File: config.mk
export PLATFORM = sky130hd
export DESIGN_NAME = gpio_irq_ctrl
export DESIGN_NICKNAME = d
export VERILOG_FILES = /design/src/rtl/gpio_irq_ctrl.sv
export SDC_FILE = /design/constraint.sdc
export NUM_CORES = 1
export LEC_CHECK = 0
export ABC_AREA = 1
export BUFFER_PORTS_ARGS = -buffer_cell sky130_fd_sc_hd__buf_2
export CAP_MARGIN = 10
export CORE_MARGIN = 4
export CORE_UTILIZATION = 55
export CTS_CLUSTER_SIZE = 20
export DETAILED_ROUTE_END_ITERATION = 8
export PLACE_DENSITY_LB_ADDON = 0.1
export SLEW_MARGIN = 40
export SYNTH_ARGS = -nofsm -noshare
export SYNTH_HDL_FRONTEND = slang
export SYNTH_SLANG_ARGS = --single-unit
File: constraint.sdc
create_clock -name clk -period 4.16 [get_ports clk]
set_input_delay 0.416 -clock clk [delete_from_list [all_inputs] [get_ports clk]]
set_output_delay 0.416 -clock clk [all_outputs]
set_load 0.05 [all_outputs]
File: src/rtl/gpio_irq_ctrl.sv
module gpio_irq_ctrl #(
  parameter int NLINES = 32,
  parameter int AW     = 8
) (
  input  logic              clk,
  input  logic              rst_n,
  input  logic              bus_wr,
  input  logic              bus_rd,
  input  logic [AW-1:0]     bus_addr,
  input  logic [31:0]       bus_wdata,
  output logic [31:0]       bus_rdata,
  output logic              bus_rvalid,
  input  logic [NLINES-1:0] pin_in,
  output logic [NLINES-1:0] pin_out,
  output logic [NLINES-1:0] pin_oe,
  output logic              irq_out
);
  localparam int NCFG = 8;
  localparam logic [AW-1:0] A_DIR_ST  = AW'(8'h18);
  localparam logic [AW-1:0] A_STATUS  = AW'(8'h70);
  localparam logic [AW-1:0] A_ACK     = AW'(8'h78);
  localparam logic [AW-1:0] A_EXT     = AW'(8'h80);
  localparam logic [AW-1:0] A_COMB    = AW'(8'hA0);
  localparam logic [AW-1:0] A_DUAL_ST = AW'(8'hB8);
  localparam logic [AW-1:0] A_DAT_CLR = AW'(8'h04);
  localparam logic [AW-1:0] A_DIR_SET = AW'(8'h10);
  localparam logic [AW-1:0] A_MSK_SET = AW'(8'h30);

  function automatic logic [AW-1:0] cfg_base(input int k);
    case (k)
      0: return AW'(8'h00);
      1: return AW'(8'h10);
      2: return AW'(8'h20);
      3: return AW'(8'h30);
      4: return AW'(8'h40);
      5: return AW'(8'h50);
      6: return AW'(8'h60);
      default: return AW'(8'hB0);
    endcase
  endfunction

  logic [NLINES-1:0] cfg [NCFG];
  logic              comb_q;
  logic [NLINES-1:0] wbits;
  logic [NLINES-1:0] s1, s2, s3, dfilt, vprev, latch_q;
  logic [NLINES-1:0] v, rise, fall, ev, edge_mode, level, int_status, ack_bits;
  logic [31:0]       rd_word;

  assign wbits    = bus_wdata[NLINES-1:0];
  assign pin_out  = cfg[0];
  assign pin_oe   = cfg[1];
  assign ack_bits = (bus_wr && bus_addr == A_ACK) ? wbits : '0;

  always_ff @(posedge clk) begin
    if (!rst_n) begin
      for (int k = 0; k < NCFG; k++) cfg[k] <= '0;
      comb_q <= 1'b0;
    end else if (bus_wr) begin
      for (int k = 0; k < NCFG; k++) begin
        if (bus_addr == cfg_base(k))
          cfg[k] <= cfg[k] | wbits;
        else if (bus_addr == cfg_base(k) + AW'(4))
          cfg[k] <= cfg[k] & ~wbits;
      end
      if (bus_addr == A_COMB) comb_q <= bus_wdata[0];
    end
  end

  assign v         = (cfg[6] & dfilt) | (~cfg[6] & s2);
  assign rise      = v & ~vprev;
  assign fall      = ~v & vprev;
  assign edge_mode = cfg[4] | cfg[7];
  assign ev        = (cfg[7] & (rise | fall)) |
                     (~cfg[7] & ((cfg[5] & rise) | (~cfg[5] & fall)));
  assign level     = ~edge_mode & ((cfg[5] & v) | (~cfg[5] & ~v));
  assign int_status = ((edge_mode & latch_q) | level) & cfg[2] & ~cfg[3];
  assign irq_out   = comb_q & (|int_status);

  always_ff @(posedge clk) begin
    if (!rst_n) begin
      s1 <= '0; s2 <= '0; s3 <= '0;
      dfilt <= '0; vprev <= '0; latch_q <= '0;
    end else begin
      s1 <= pin_in;
      s2 <= s1;
      s3 <= s2;
      for (int i = 0; i < NLINES; i++)
        if (s2[i] == s3[i]) dfilt[i] <= s2[i];
      vprev   <= v;
      latch_q <= (latch_q & ~ack_bits) | (ev & cfg[2] & edge_mode);
    end
  end

  always_comb begin
    rd_word = '0;
    for (int k = 0; k < NCFG; k++)
      if (bus_addr == cfg_base(k) || bus_addr == cfg_base(k) + AW'(4))
        rd_word[NLINES-1:0] = cfg[k];
    case (bus_addr)
      A_DIR_ST:  rd_word[NLINES-1:0] = cfg[1];
      A_DUAL_ST: rd_word[NLINES-1:0] = cfg[7];
      A_STATUS:  rd_word[NLINES-1:0] = int_status;
      A_EXT:     rd_word[NLINES-1:0] = s2;
      A_COMB:    rd_word[0] = comb_q;
      default: ;
    endcase
  end

  always_ff @(posedge clk) begin
    if (!rst_n) begin
      bus_rvalid <= 1'b0;
      bus_rdata  <= '0;
    end else begin
      bus_rvalid <= bus_rd;
      if (bus_rd) bus_rdata <= rd_word;
    end
  end

  a_r1_read_valid: assert property (@(posedge clk) disable iff (!rst_n)
    bus_rd |=> bus_rvalid);
  a_r1_no_spurious_valid: assert property (@(posedge clk) disable iff (!rst_n)
    !bus_rd |=> !bus_rvalid);
  a_r2_clear_drops_bits: assert property (@(posedge clk) disable iff (!rst_n)
    (bus_wr && bus_addr == A_DAT_CLR) |=> ((pin_out & $past(wbits)) == '0));
  a_r3_dir_set_drives: assert property (@(posedge clk) disable iff (!rst_n)
    (bus_wr && bus_addr == A_DIR_SET) |=> ((pin_oe & $past(wbits)) == $past(wbits)));
  a_r9_mask_hides: assert property (@(posedge clk) disable iff (!rst_n)
    (bus_wr && bus_addr == A_MSK_SET) |=> ((int_status & $past(wbits)) == '0));
  a_r10_comb_off_quiet: assert property (@(posedge clk) disable iff (!rst_n)
    (bus_wr && bus_addr == A_COMB && !bus_wdata[0]) |=> !irq_out);
endmodule

==> reports/qor.yml, run 1 <==
worst_setup_path:
  crit_required_ps: 3740
  cp_slowest_cell: "o21ai_0"
  path_buf_inv: 3
  arrival_ps: 2890
  cp_slowest_stage_delay_ps: 460
  path_class: "flip-flop to output port"
  critical_path.most_common_cell: "nand2_1"
  critPathMaxFanout: 4
  cp_cell_sequence: "inv_1 -> o21ai_0 -> inv_1 -> nand2_1 -> nand3_1 -> nand2_1 -> nand2_1 -> nor2_1 -> nand2_1 -> nor2_1 -> a21oi_1 -> buf_2"
  timing.rr.start: "s2[21]"
  cp-end-kind: "output port"
  cp-start-kind: "flip-flop"
  cp_top_family: "simple AND/OR/NAND/NOR gates"
  crit_start: "s2[21]"
placed_design:
  io_buffers: 173
  gp_congestion: 0.968
  hpwl_mm: 53.7
  dp_slack_ps: 1230
synthesis:
  yosys.area.top_type_share_pct: 30.6
  syn_area_mm2: 0.0251
  synthDistinctLibCells: 35
  synth-seq-cells: 482
  syn_area_per_cell_um2: 7.73
  synthCells: 3249
  synth_edf_count: 256
  async_flop_share_pct: 0
  syn-num-nets: 3389
  synthTopCellsByArea: "edfxtp_1 (31%), dfxtp_1 (18%), nand2_1 (11%)"
  seq_area_frac_synth_pct: 48.6
  yosys.area.top_type: "edfxtp_1"
  yosysWarnings: 0
  synthFlopType: "edfxtp_1"
clock_network:
  post_cts_resized: 0
  cts_buffer_depth: 3
  clk_pin_slew_ps: 60
  clock_sinks: 482
  cts_root_buffer: "clkbuf_16"
  tritoncts: "yes"
  clk_latency_ps: 600
  cts_max_level: 2
  hold_buffers: 26
  cts_setup_buffers: 0
  cts_buffers: 51
pwr:
  switching_power_mw: 2.76
  cellLeakagePower_nw: 12.3
  peakVddDrop_mv: 0.286
  p_int_mw: 8.06
  seqPwrFrac_pct: 49.4
  p_sw_share_pct: 25.5
  power_frac_clock_pct: 41.9
  comb_power_share_pct: 8.7
  p_per_area_mw_per_mm2: 384
floorplan:
  coreArea_mm2: 0.0453
  start_util_pct: 55.5
  die_x_um: 222
  ioPinCount: 174
  die_area_mm2: 0.0491
  die_h_um: 222
  rows: 78
layout:
  synthToLayoutAreaGrowth_pct: 12.1
  seq_area_mm2: 0.0122
  fin_nets: 3486
  nFillCells: 4099
  drive_above_1_share_pct: 10.2
  final_common_cell: "nand2_1"
  mostFrequentLayoutCells: "nand2_1 (700), inv_1 (422), nor2_1 (347), nand3_1 (277), a21oi_1 (276)"
  multi_input_area_mm2: 0.0103
timing:
  min_period_ps: 3310
  maxSlewHeadroom_pct: 40.7
  finalClockSkew_ps: 10.8
  hold_viol_final: 0
  setup_tns_ps: 0
  worst-slew-pin-transition_ps: 887
  slew_violations: 0
  max_freq_mhz: 302
  post-route-period-util_pct: 79.5
  setup_ws_ps: 853
  rsz0062_at_grt: "false"
  finalSetupViolations: 0
route:
  drtIter0Drc: 2608
  vias_per_cell: 5.85
  vias: 23300
  post_drt_wl_per_cell_um: 21.6
  routed_wl_mm: 86.2
  drc: 1
  postRouteAntennaNets: 0
  drt_first_pass_iters: 9
grt:
  grt_pass1_wl_mm: 129
  grt_pass1_vias: 21900
  grt_overflow: 0
  grtUsageTotal_pct: 33.5
  grt_max_degree: 95
  grt_antenna_before_repair: 6
outcome:
  outcome: "finished with violations"
  failed_checks: "DRC"
min_path:
  min-delay-path-class: "input pin to flip-flop"
  min-delay-start: "pin_in[21]"
flow_run:
  cap_violations: 0
## synthesized netlist by cell type, types with 3 or more instances
cell / n
nor2_2: 5
ha_1: 64
a21oi_1: 276
buf_1: 12
nor2_1: 349
buf_6: 3
inv_2: 8
clkbuf_1: 80
a211oi_1: 61
dfxtp_1: 226
o21bai_1: 30
edfxtp_1: 256
buf_4: 66
o21ai_0: 237
inv_1: 423
o21ai_1: 30
nand4_1: 36
nand2_1: 710
nand2_2: 4
nor3_1: 30
buf_2: 46
o2111ai_1: 4
nand3_1: 278
## stage by stage
stage / hold WS [ps] / util [%] / area (um^2) / power [mW] / instances
after global routing: 9.43 / 62.2 / 28200 / 11.2 / 3990
after CTS: 1.57 / 62.2 / 28200 / 10.8 / 3988
final: 19.7 / 62.2 / 28200 / 10.8 / 3990
after floorplan: 390 / - / 25100 / 5.99 / 3249
after detailed placement: 397 / 58.0 / 26200 / 6.34 / 3867
after global placement: 392 / 57.9 / 26200 / 6.32 / 3866
## registers in the layout, summed over array words and instances, names as in the netlist
name	count
bus_rvalid	1
s2	32
comb_q	1
s3	32
latch_q	32
dfilt	32
cfg	256
vprev	32
s1	32
bus_rdata	32
## power by group through the flow
stage               registers, mW  logic (mW)  clock network (mW)
finish                       5.35       0.938                4.53
global route                 5.36        1.02                4.80
CTS                          5.34       0.923                4.58
detailed placement           5.44       0.901                   0
global placement             5.44       0.882                   0
floorplan                    5.41       0.588                   0
## worst paths after layout
path,slack (ps),to,cells past startpoint
worst max-delay path,850,irq_out,12
worst min-delay path,20,s1[21],3
worst max register to register,2270,bus_rdata[21],11
worst min register to register,410,s2[20],2
## final cells by class
type | instances | share of cell area (%)
Multi-Input combinational cell | 2129 | 36.6
Sequential cell | 482 | 43.4
Timing Repair Buffer | 251 | 5.76
Inverter | 431 | 5.76
Clock buffer | 80 | 5.39
Tap cell | 600 | 2.67
Antenna cell | 2 | 0.0178
Clock inverter | 15 | 0.444
## worst reg2reg max path, stage by stage (launching register included)
cell and delay [ps]:
dfxtp_1 410, inv_1 60, o21ai_0 460, inv_1 180
nand2_1 90, nand3_1 90, nand3_1 90, nand3_1 90
nand2_1 90, inv_1 50, nand2_1 90, a21oi_1 70
## kinds of logic after synthesis
group / after synthesis / share of synthesized area (%)
AND/OR/NAND/NOR: 1424 / 23.6
AO/OA/AOI/OAI: 641 / 13.8
buffers and inverters: 638 / 10.8
flip-flops: 482 / 48.6
adder cells (fa/ha/maj): 64 / 3.19
## layer usage
layer,wire length [um],vias to the layer above,GRT usage (%)
li1,-,10800,-
met4,4220,8,14.5
met3,9630,300,6.90
met2,38700,1400,53.1
met5,42,-,0
met1,33600,10800,45.0
Power figures use the tool's default switching activity.
==> run 2, diff against run 1 <==
Clock period 4.16 ns to 3.3 ns, I/O delays scaled along.
==> reports/qor.yml, run 2 (synthesis results as in run 1) <==
clock_network:
  cts_max_level: 2
  clk_latency_ps: 610
  cts_buffer_depth: 3
  clk_pin_slew_ps: 60
  tritoncts: "yes"
  clock_sinks: 482
  cts_setup_buffers: 0
  cts_root_buffer: "clkbuf_16"
  cts_buffers: 51
timing:
  hold_viol_final: 0
  setup_tns_ps: 0
  finalClockSkew_ps: 18.4
  post-route-period-util_pct: 94.6
  maxSlewHeadroom_pct: 49.0
  rsz0062_at_grt: "false"
  finalSetupViolations: 0
  min_period_ps: 3120
  worst-slew-pin-transition_ps: 765
  max_freq_mhz: 320
  slew_violations: 0
route:
  routed_wl_mm: 85.3
  vias: 23400
  drt_first_pass_iters: 6
  postRouteAntennaNets: 0
  vias_per_cell: 5.83
  post_drt_wl_per_cell_um: 21.3
  drc: 0
  drtIter0Drc: 2543
layout:
  final_util_pct: 62.7
  final_area_mm2: 0.0284
  mostFrequentLayoutCells: "nand2_1 (700), inv_1 (422), nor2_1 (346), nand3_1 (277), a21oi_1 (276)"
  drive_above_1_share_pct: 10.6
  final_common_cell: "nand2_1"
  regMostFlops: "cfg"
  synthToLayoutAreaGrowth_pct: 13.0
  largest_reg_flops: 256
  fin_nets: 3505
  final_cells: 4009
floorplan:
  start_util_pct: 55.5
  die_h_um: 222
  ioPinCount: 174
  die_area_mm2: 0.0491
  die_x_um: 222
  coreArea_mm2: 0.0453
  rows: 78
worst_setup_path:
  path_buf_inv: 2
  cp_slowest_cell: "dfxtp_1"
  critical_path.most_common_cell: "nand2_1"
  cp_top_family: "compound AO/OA/AOI/OAI gates"
  cp_slowest_stage_delay_ps: 460
  critPathMaxFanout: 4
  arrival_ps: 2790
  cp-start-kind: "flip-flop"
  rrSetupSlack_ps: 1550
  cp_cell_sequence: "inv_1 -> o21ai_0 -> nand2_1 -> nand3_1 -> nand2_1 -> nand2_1 -> nor2_1 -> nand2_1 -> nor2_2 -> a21oi_1 -> buf_2"
  crit_required_ps: 2970
  path_class: "flip-flop to output port"
  cp-end-kind: "output port"
grt:
  grt_pass1_wl_mm: 129
  grt_overflow: 0
  grt_antenna_before_repair: 7
  grt_pass1_vias: 22300
  grtUsageTotal_pct: 33.7
  grt_max_degree: 62
pwr:
  p_per_area_mw_per_mm2: 486
  cellLeakagePower_nw: 12.4
  power_mw: 13.8
  peakVddDrop_mv: 0.389
placed_design:
  hpwl_mm: 53.7
  place_inst: 3880
  place_area_mm2: 0.0264
  gp_congestion: 0.935
  io_buffers: 173
outcome:
  outcome: "finished clean"
min_path:
  min-delay-path-class: "input pin to flip-flop"
flow_run:
  cap_violations: 0
==> run 2: layout make-up <==
type / instances / area (um^2)
fillers: 4087 / 16900
flip-flops and latches: 482 / 12200
multi-input cells: 2129 / 10300
repair buffers: 270 / 1810
inverters: 431 / 1620
clock buffers: 75 / 1510
well taps: 600 / 751
clock inverters: 20 / 176
diodes: 2 / 5.00
==> run 2: worst reg2reg max path, delay by kind of cell (launching register included) <==
family,cells,cell delay (ps)
AO/OA/AOI/OAI,1,360
AND/OR/NAND/NOR,7,670
buffers and inverters,2,180
flip-flops,1,440
==> run 2: metal layers <==
metal  GRT usage (%)  vias to the layer above  wire [um]
li1                -                    10900          -
met1            47.0                    10900      34000
met2            51.9                     1333      37100
met3            5.77                      276      10100
met4            15.0                       10       4080
met5               0                        -         72
==> run 2: timing repair <==
item / 4_1_cts / 5_1_grt
setup endpoints to repair: 0 / 1
hold buffers: 32 / 0
gates resized for setup: 0 / 4
hold endpoints to repair: 32 / 0
==> run 2: final timing paths <==
kind	from	to	cells after the start
max	s2[22]	irq_out	11
min	bus_wr	comb_q	3
max reg2reg	cfg[0][192]	bus_rdata[0]	10
min reg2reg	s1[2]	s2[2]	2
==> run 2: through the flow <==
| step | setup WS [ps] | hold WS [ps] |
|---|---|---|
| floorplan | 438 | 390 |
| global placement | 779 | 392 |
| detailed placement | 731 | 396 |
| CTS | 37.9 | 45.9 |
| global route | 26.7 | 77.5 |
| finish | 179 | 68.0 |
==> run 2: report_power, final <==
part	switching [mW]	internal [mW]
clock	2.47	3.40
combinational	0.874	0.316
sequential	0.193	6.54
